===== src/rtl/sampctr_pkg.sv =====
package sampctr_pkg;
  // Control-to-datapath strobes, at most one high per cycle
  typedef struct packed {
    logic writeP;   // load a new programmed period
    logic restart;  // acknowledged interrupt: start the period again
    logic reload;   // intermediate overflow: step down and reload
    logic finish;   // final overflow: period elapsed
  } sampStrobe_t;
endpackage


===== src/rtl/samp_datapath.sv =====
module samp_datapath
  import sampctr_pkg::*;
#(
  parameter int CNT_W    = 32,
  parameter int PERIOD_W = 63
) (
  input  logic                clk,
  input  logic                rstN,
  input  logic                eventIn,
  input  logic [PERIOD_W-1:0] periodIn,
  input  sampStrobe_t         strb,
  output logic                topBit,
  output logic                remLeHalf,
  output logic                enabled,
  output logic [CNT_W-1:0]    cntOut
);
  localparam logic [CNT_W-1:0]           HALF   = {1'b1, {(CNT_W-1){1'b0}}};
  localparam logic signed [PERIOD_W:0]   HALF_S = {{(PERIOD_W+1-CNT_W){1'b0}}, HALF};

  logic [PERIOD_W-1:0]      periodQ;
  logic signed [PERIOD_W:0] remQ, remNext;
  logic [CNT_W-1:0]         cntQ, cntBase;

  function automatic logic [CNT_W-1:0] loadFor(input logic signed [PERIOD_W:0] r);
    if (r <= 0 || r >= HALF_S) return '0;
    else return HALF - r[CNT_W-1:0];
  endfunction

  always_comb begin
    remNext = remQ;
    cntBase = cntQ;
    if (strb.writeP) begin
      remNext = signed'({1'b0, periodIn});
      cntBase = loadFor(remNext);
    end else if (strb.restart) begin
      remNext = signed'({1'b0, periodQ});
      cntBase = loadFor(remNext);
    end else if (strb.reload) begin
      remNext = remQ - HALF_S;
      cntBase = loadFor(remNext);
    end else if (strb.finish) begin
      remNext = '0;
    end
  end

  always_ff @(posedge clk) begin
    if (!rstN) begin
      periodQ <= '0;
      remQ    <= '0;
      cntQ    <= '0;
    end else begin
      if (strb.writeP) periodQ <= periodIn;
      remQ <= remNext;
      cntQ <= cntBase + {{(CNT_W-1){1'b0}}, eventIn};
    end
  end

  assign topBit    = cntQ[CNT_W-1];
  assign remLeHalf = remQ <= HALF_S;
  assign enabled   = periodQ != '0;
  assign cntOut    = cntQ;

  // remaining period is never driven negative
  assert_rem_nonneg_R4: assert property (@(posedge clk) disable iff (!rstN)
    remQ >= 0);
  // an intermediate pass removes exactly half the counter range
  assert_reload_step_R4: assert property (@(posedge clk) disable iff (!rstN)
    strb.reload |=> remQ == $past(remQ) - HALF_S);
  // without strobes the counter follows the event input
  assert_count_step_R3: assert property (@(posedge clk) disable iff (!rstN)
    (eventIn && strb == '0) |=> cntQ == $past(cntQ) + 1'b1);
  assert_count_hold_R3: assert property (@(posedge clk) disable iff (!rstN)
    (!eventIn && strb == '0) |=> $stable(cntQ));
endmodule


===== src/rtl/samp_ctrl.sv =====
module samp_ctrl
  import sampctr_pkg::*;
(
  input  logic        clk,
  input  logic        rstN,
  input  logic        periodWr,
  input  logic        irqAck,
  input  logic        topBit,
  input  logic        remLeHalf,
  input  logic        enabled,
  output sampStrobe_t strb,
  output logic        irqOut
);
  logic irqQ;
  logic passDone;

  assign passDone     = topBit && enabled && !irqQ && !periodWr;
  assign strb.writeP  = periodWr;
  assign strb.restart = !periodWr && irqAck && irqQ;
  assign strb.reload  = passDone && !remLeHalf;
  assign strb.finish  = passDone && remLeHalf;

  always_ff @(posedge clk) begin
    if (!rstN)                          irqQ <= 1'b0;
    else if (strb.writeP || strb.restart) irqQ <= 1'b0;
    else if (strb.finish)               irqQ <= 1'b1;
  end

  assign irqOut = irqQ;

  // a pending interrupt is held until acknowledged or overwritten
  assert_irq_hold_R7: assert property (@(posedge clk) disable iff (!rstN)
    (irqQ && !irqAck && !periodWr) |=> irqQ);
  // the interrupt only rises after an overflow seen with sampling enabled
  assert_irq_cause_R5: assert property (@(posedge clk) disable iff (!rstN)
    (irqQ && !$past(irqQ)) |-> $past(topBit && enabled));
  // with sampling disabled no interrupt is raised
  assert_disabled_quiet_R9: assert property (@(posedge clk) disable iff (!rstN)
    (!enabled && !irqQ && !periodWr) |=> !irqQ);
endmodule


===== src/rtl/xperiod_sampler.sv =====
module xperiod_sampler
  import sampctr_pkg::*;
#(
  parameter int CNT_W    = 32,
  parameter int PERIOD_W = 63
) (
  input  logic                clk,
  input  logic                rstN,
  input  logic                eventIn,
  input  logic                periodWr,
  input  logic [PERIOD_W-1:0] periodIn,
  input  logic                irqAck,
  output logic                sampleIrq,
  output logic [CNT_W-1:0]    counterOut
);
  sampStrobe_t strb;
  logic topBit, remLeHalf, enabled;

  samp_ctrl u_ctrl (
    .clk(clk), .rstN(rstN), .periodWr(periodWr), .irqAck(irqAck),
    .topBit(topBit), .remLeHalf(remLeHalf), .enabled(enabled),
    .strb(strb), .irqOut(sampleIrq)
  );

  samp_datapath #(.CNT_W(CNT_W), .PERIOD_W(PERIOD_W)) u_dp (
    .clk(clk), .rstN(rstN), .eventIn(eventIn), .periodIn(periodIn),
    .strb(strb), .topBit(topBit), .remLeHalf(remLeHalf),
    .enabled(enabled), .cntOut(counterOut)
  );
endmodule


===== config.mk =====
export PLATFORM = sky130hd
export DESIGN_NAME = xperiod_sampler
export DESIGN_NICKNAME = d
export VERILOG_FILES = /design/src/rtl/sampctr_pkg.sv /design/src/rtl/samp_datapath.sv /design/src/rtl/samp_ctrl.sv /design/src/rtl/xperiod_sampler.sv
export SDC_FILE = /design/constraint.sdc
export NUM_CORES = 1
export LEC_CHECK = 0
export ABC_AREA = 1
export BUFFER_PORTS_ARGS = -buffer_cell sky130_fd_sc_hd__buf_2
export CELL_PAD_IN_SITES_DETAIL_PLACEMENT = 0
export CELL_PAD_IN_SITES_GLOBAL_PLACEMENT = 2
export CORE_MARGIN = 2
export CORE_UTILIZATION = 29
export DETAILED_ROUTE_END_ITERATION = 8
export MAX_ROUTING_LAYER = met4
export PLACE_DENSITY = 0.88
export SLEW_MARGIN = 30
export SYNTH_ARGS = -nofsm -noshare
export SYNTH_HDL_FRONTEND = slang
export SYNTH_SLANG_ARGS = --single-unit

===== constraint.sdc =====
create_clock -name clk -period 3.42 [get_ports clk]
set_input_delay 0.684 -clock clk [delete_from_list [all_inputs] [get_ports clk]]
set_output_delay 0.684 -clock clk [all_outputs]
set_load 0.005 [all_outputs]

# Word-level counts from Yosys, hierarchy flattened
# Index checks and enable logic that the tools add are counted.
classes:
  n_addsub: 5
  order_cmp: 7
  mux: 10
  bitwise_logic: 1
  n_reduce_logical: 19
op_table:
  columns: ["op", "n"]
  rows:
  - ["$mux W32", 6]
  - ["$mux W64", 2]
  - ["$ge A63 B32 Y1 const B", 2]
  - ["$le A63 B1 Y1 const B", 2]
  - ["$mux W63", 2]
  - ["$sub A32 B32 Y32 const A", 3]
  - ["$ge A64 B33 Y1 const B", 1]
  - ["$le A64 B1 Y1 const B", 1]
  - ["$le A64 B33 Y1 const B", 1]
  - ["$sub A64 B33 Y64 const B", 1]
  - ["$reduce_bool A63 Y1", 1]
  - ["$add A32 B1 Y32", 1]
  - ["$logic_and A1 B1 Y1", 7]
  - ["$logic_or A1 B1 Y1", 4]
  - ["$reduce_bool A4 Y1", 1]
  - ["$logic_not A1 Y1", 3]
  - ["$reduce_or A3 Y1", 1]
  - ["$reduce_bool A2 Y1", 1]
  - ["$reduce_or A2 Y1", 1]
  - ["$not A1 Y1", 1]
word_totals:
  ff_bits: 160
  elab_cells: 47

# Longest topological paths before layout
logic_depth:
  ltp_word: 9
  mapped_depth: 27
  ltp_nobuf: 27

# Cells and area by module
# From an unflattened synthesis, not the netlist that was laid out.
hier_totals:
  cells_unflattened: 2005
  hier_area_um2: 12067.8
modules_own_cells:
  columns: ["module", "instances", "cells_per_inst", "area_each_um2", "seq_area_each_um2"]
  rows:
  - ["samp_datapath", 1, 1992, 11979.0, 3183.1]
  - ["samp_ctrl", 1, 13, 88.8, 20.0]

# Worst setup path after synthesis
# Ideal clock, no wire load.
synth_path:
  path_kind: "register -> register"
  startpoint: "register u_dp.periodQ[0]"
  endpoint: "register u_dp.cntQ[24], in the netlist u_dp.cntOut[24]"
  setup_ps: 132
  arrival_time_ps: 3402
  setup_slack_ps: -115
  stages_incl_launch_ff: 24
  n_path_buf: 3
  period_less_slack_ps: 3535
  path_cell_list: "dfxtp_1 inv_1 ha_1 nand3_1 nor2_1 nand3_1 nor2_1 nand2_1 nand4_1 nor2_2 buf_6 buf_2 clkbuf_1 o21ai_0 o221ai_1 ha_1 ha_1 inv_1 nor2_1 nand2_1 nor2_1 nand3_1 nand2_1 a21oi_1"
synth_via:
  elab_chain_len: 9
synth_lines:
  columns: ["item", "line_no", "text"]
  rows:
  - ["from (decl)", "samp_datapath.sv:20", "logic [PERIOD_W-1:0] periodQ;"]
  - ["from (signal assigned)", "samp_datapath.sv:52", "if (strb.writeP) periodQ <= periodIn;"]
  - ["branches (longest 6 deep; another with $le A63 B1 Y1)", null, null]
  - ["$mux W32 (*)", "samp_datapath.sv:35", "end else if (strb.restart) begin"]
  - ["$mux W32 (*)", "samp_datapath.sv:32", "if (strb.writeP) begin"]
  - ["$add A32 B1 Y32 (*)", "samp_datapath.sv:54", "cntQ <= cntBase + {{(CNT_W-1){1'b0}}, eventIn};"]
  - ["to (signal assigned)", "samp_datapath.sv:54", null]
  - ["to (decl)", "samp_datapath.sv:22", "logic [CNT_W-1:0] cntQ, cntBase;"]
# Mark *: on every way between the ends.
# A chain may end at the register's enable or synchronous reset.

# Final worst setup path
layout_path:
  startpoint: "input periodIn[62]"
  endpoint: "register u_dp.cntQ[22], in the netlist u_dp.cntOut[22]"
layout_via:
  elab_chain_len: 5
layout_lines:
  columns: ["item", "line_no", "text"]
  rows:
  - ["from (decl)", "xperiod_sampler.sv:11", "input logic [PERIOD_W-1:0] periodIn,"]
  - ["$le A63 B1 Y1 / $ge A63 B32 Y1 (equally long branches)", "samp_datapath.sv:25", "if (r <= 0 || r >= HALF_S) return '0;"]
  - ["$logic_or A1 B1 Y1 (*)", "samp_datapath.sv:25", null]
  - ["$mux W32 (*)", "samp_datapath.sv:25", null]
  - ["$mux W32 (*)", "samp_datapath.sv:32", null]
  - ["$add A32 B1 Y32 (*)", "samp_datapath.sv:54", null]
# Every way passes the cells marked *; elsewhere a longest branch is shown, timed or not.

==> summary.txt <==
Status
  – Status: complete, no violations

Floorplan
  – CORE AREA: 40600 µm²
  – Initial core utilization: 0.292
  – Die W: a little over 200 µm
  – Die area: around 43000 µm²
  – Die height: 206 µm
  – Num rows: 74
  – IO Count: 101

STA
  – Setup TNS: 0 ns
  – Clk_skew: around 0.011 ns
  – Final hold violation count: 0
  – Final Setup Violations: 0
  – RSZ-0062 raised after global routing: yes
  – Period utilization: 0.992
  – Fmax: between 200 and 300 MHz
  – Slew Limit Fails: 0
  – Slew headroom: 0.513
  – Worst Max-Slew Pin Slew: 0.730 ns
  – Min Clock Period, post-route: 3.39 ns

CTS
  – Worst-Skew Late Latency: 0.46 ns
  – CTS tree: yes
  – CTS clock-pin slew for the worst setup and hold paths: 0.07 ns
  – Clk sink count: 160
  – Cts bufs inserted: 17
  – CTS Root Cell: clkbuf_16
  – H-tree Lvls: 4
  – Hold buffer count at CTS: 0
  – Max Root-Sink Buffers: 2

Global route
  – Vias in the first global route: roughly 15000
  – Total global-route track usage: 0.265
  – Met3 GRT Util: 0.0372
  – Largest net degree at the start of global routing: around 140
  – Met2 Usage GRT: 0.465
  – First-pass GRT wire length: around 82000 µm
  – Initial antenna violation count: 2
  – Grt met1 use: 0.298
  – Grt ovf: 0
  – Gr busiest metal: met2

Setup path
  – Critical Path AT: between 3 and 4 ns
  – Worst Setup Start Kind: input port
  – Crit Path Class: input port to flop
  – Crit path max fanout: 6
  – R2r setup slk: about 0.026 ns
  – Critical Path RT: 3.83 ns
  – CP Capture Type: flop

Logic synthesis
  – Sequential share of the synthesized area: 0.270
  – Seq cells post-synth: 160
  – Syn_nets: about 2100
  – Post-Syn Area: approximately 12000 µm²
  – YS warnings: 0
  – Post-Syn Instances: 2015
  – Syn_area_per_cell: roughly 5.9 µm²
  – Synth unique cells: 46

Cells and area
  – Synth-to-Final Area Change: 48.8%
  – Final instance area: about 18000 µm²
  – Finished Layout Cells: slightly above 3000
  – Final nets: roughly 2600
  – Commonest non-fill, non-tap cells in the layout: 583 x nand2_1, 408 x buf_4, 219 x nor2_1
  – Fraction of layout cells with a size suffix above 1: 0.332
  – Filler instances: between 4000 and 5000
  – Most common cell after layout, fill and taps aside: nand2_1

Power and ir drop
  – Pleak: ~7.9 nW
  – Pwr/cell area: between 300 and 400 nW/µm²
  – Peak supply drop: around 280 µV
  – Total power: between 0.005 and 0.006 W

Route
  – ANT nets after route: 0
  – Initial drt markers: ~900
  – Final WL: between 50000 and 60000 µm
  – First-pass DRT Iterations: 5
  – Drc violations: 0
  – Wire length per cell: 18.1 µm
  – Vias: around 15000
  – Via/cell ratio: approximately 5.0

Placed design
  – GPL Wtd Cong: just under 1
  – Final HPWL DP: approximately 43000 µm
  – Dpl cells: roughly 3000
  – Dpl cell area: roughly 16000 µm²
  – Port-buffer cells: 100

Run
  – MaxCap Viol Count: 0

Worst hold path
  – Min-Delay Path Class: flop to flop
-- through the flow --
| step | setup WS, ns | hold slack (ns) | utilization |
|---|---|---|---|
| finish | 0.0259 | 0.479 | 0.434 |
| global route | -0.197 | 0.489 | 0.434 |
| CTS | 0.00160 | 0.482 | 0.410 |
| detailed placement | -0.849 | 0.471 | 0.387 |
| global placement | -0.885 | 0.463 | 0.387 |
| floorplan | 0.00324 | 0.449 | - |
-- logic make-up after synthesis --
logic type      Yosys count  share of synthesized area
xor+xnor                 49                     0.0362
compound gates          272                      0.132
fa+ha+maj                 7                    0.00738
flops                   160                      0.270
buf+inv                 270                     0.0900
simple gates           1257                      0.465
-- final timing paths --
| check | startpoint | end | cells past startpoint |
|---|---|---|---|
| worst max register to register | u_dp.remQ[32] | u_dp.cntOut[19] | 24 |
| worst min-delay path | u_dp.periodQ[56] | u_dp.periodQ[56] | 2 |
| worst min register to register | u_dp.periodQ[56] | u_dp.periodQ[56] | 2 |
| worst max-delay path | periodIn[62] | u_dp.cntOut[22] | 19 |
-- report_power, final --
group,leakage (nW),switching (W),internal (W)
Sequential,1.32,0.0000891,0.00196
Combinational,6.32,0.000932,0.000689
Clock,0.289,0.000875,0.00117
Total,7.93,0.00190,0.00382
-- synthesized netlist by cell type, drive strengths merged --
| master | number | area share |
|---|---|---|
| o21a | 1 | 0.00063 |
| and3 | 1 | 0.00053 |
| a21boi | 7 | 0.0070 |
| o22a | 1 | 0.00074 |
| or4 | 1 | 0.00063 |
| o221ai | 1 | 0.00074 |
| or2 | 13 | 0.0069 |
| a211oi | 1 | 0.00063 |
| a22oi | 19 | 0.012 |
| xnor2 | 11 | 0.0081 |
| nor2 | 315 | 0.12 |
| buf | 26 | 0.013 |
| and2 | 1 | 0.00053 |
| nand4 | 64 | 0.034 |
| nand3b | 6 | 0.0038 |
| nor4 | 20 | 0.011 |
| xor2 | 38 | 0.028 |
| dfxtp | 160 | 0.27 |
| clkbuf | 43 | 0.014 |
| o21ai | 56 | 0.024 |
| ha | 7 | 0.0074 |
| o211ai | 2 | 0.0013 |
| nand3 | 147 | 0.065 |
| clkinv | 2 | 0.00063 |
| inv | 199 | 0.063 |
| a31oi | 67 | 0.035 |
| nand2 | 651 | 0.21 |
| a21oi | 114 | 0.048 |
| o21bai | 3 | 0.0019 |
| nor3 | 38 | 0.016 |
-- sequential cells by signal, summed over array words and instances (netlist names) --
| name | count |
|---|---|
| u_ctrl.irqOut | 1 |
| u_dp.remQ | 64 |
| u_dp.cntOut | 32 |
| u_dp.periodQ | 63 |
-- layout make-up --
type                       count  area (µm²)  area share
clock inverter                 8         101     0.00574
clock buffer                  24         502      0.0284
sequential                   160        3220       0.182
timing repair buffer         534        3960       0.224
tap                          532         666      0.0377
multi-input combinational   1586        8450       0.478
antenna                        2        5.00    0.000283
inverter                     201         762      0.0431
-- critical path: stages --
cell and delay (ns):
buf_2 0.12, nor4_4 0.30, buf_4 0.17, nand2_1 0.06
nor3_2 0.18, nand3_1 0.14, nor2_2 0.24, nand2_4 0.16
buf_4 0.18, o21ai_0 0.41, a21boi_4 0.30, nand2_2 0.09
nor2_4 0.15, nand2_4 0.10, nor2_4 0.19, nand3_2 0.11
nand2_2 0.07, nand2_1 0.04, nor2_1 0.10
-- layer usage --
layer | wire length (µm) | part of all wire
met1 | 22600 | 0.41
met2 | 27400 | 0.50
met3 | 2440 | 0.044
met4 | 2730 | 0.049
met5 | 0 | 0
-- repair_timing --
item,CTS,global route
cloned,1,2
setup buffers,9,31
setup endpoints to repair,28,29
resized for setup,74,197
pin swaps,34,76
(Power assumes the default switching activity.)
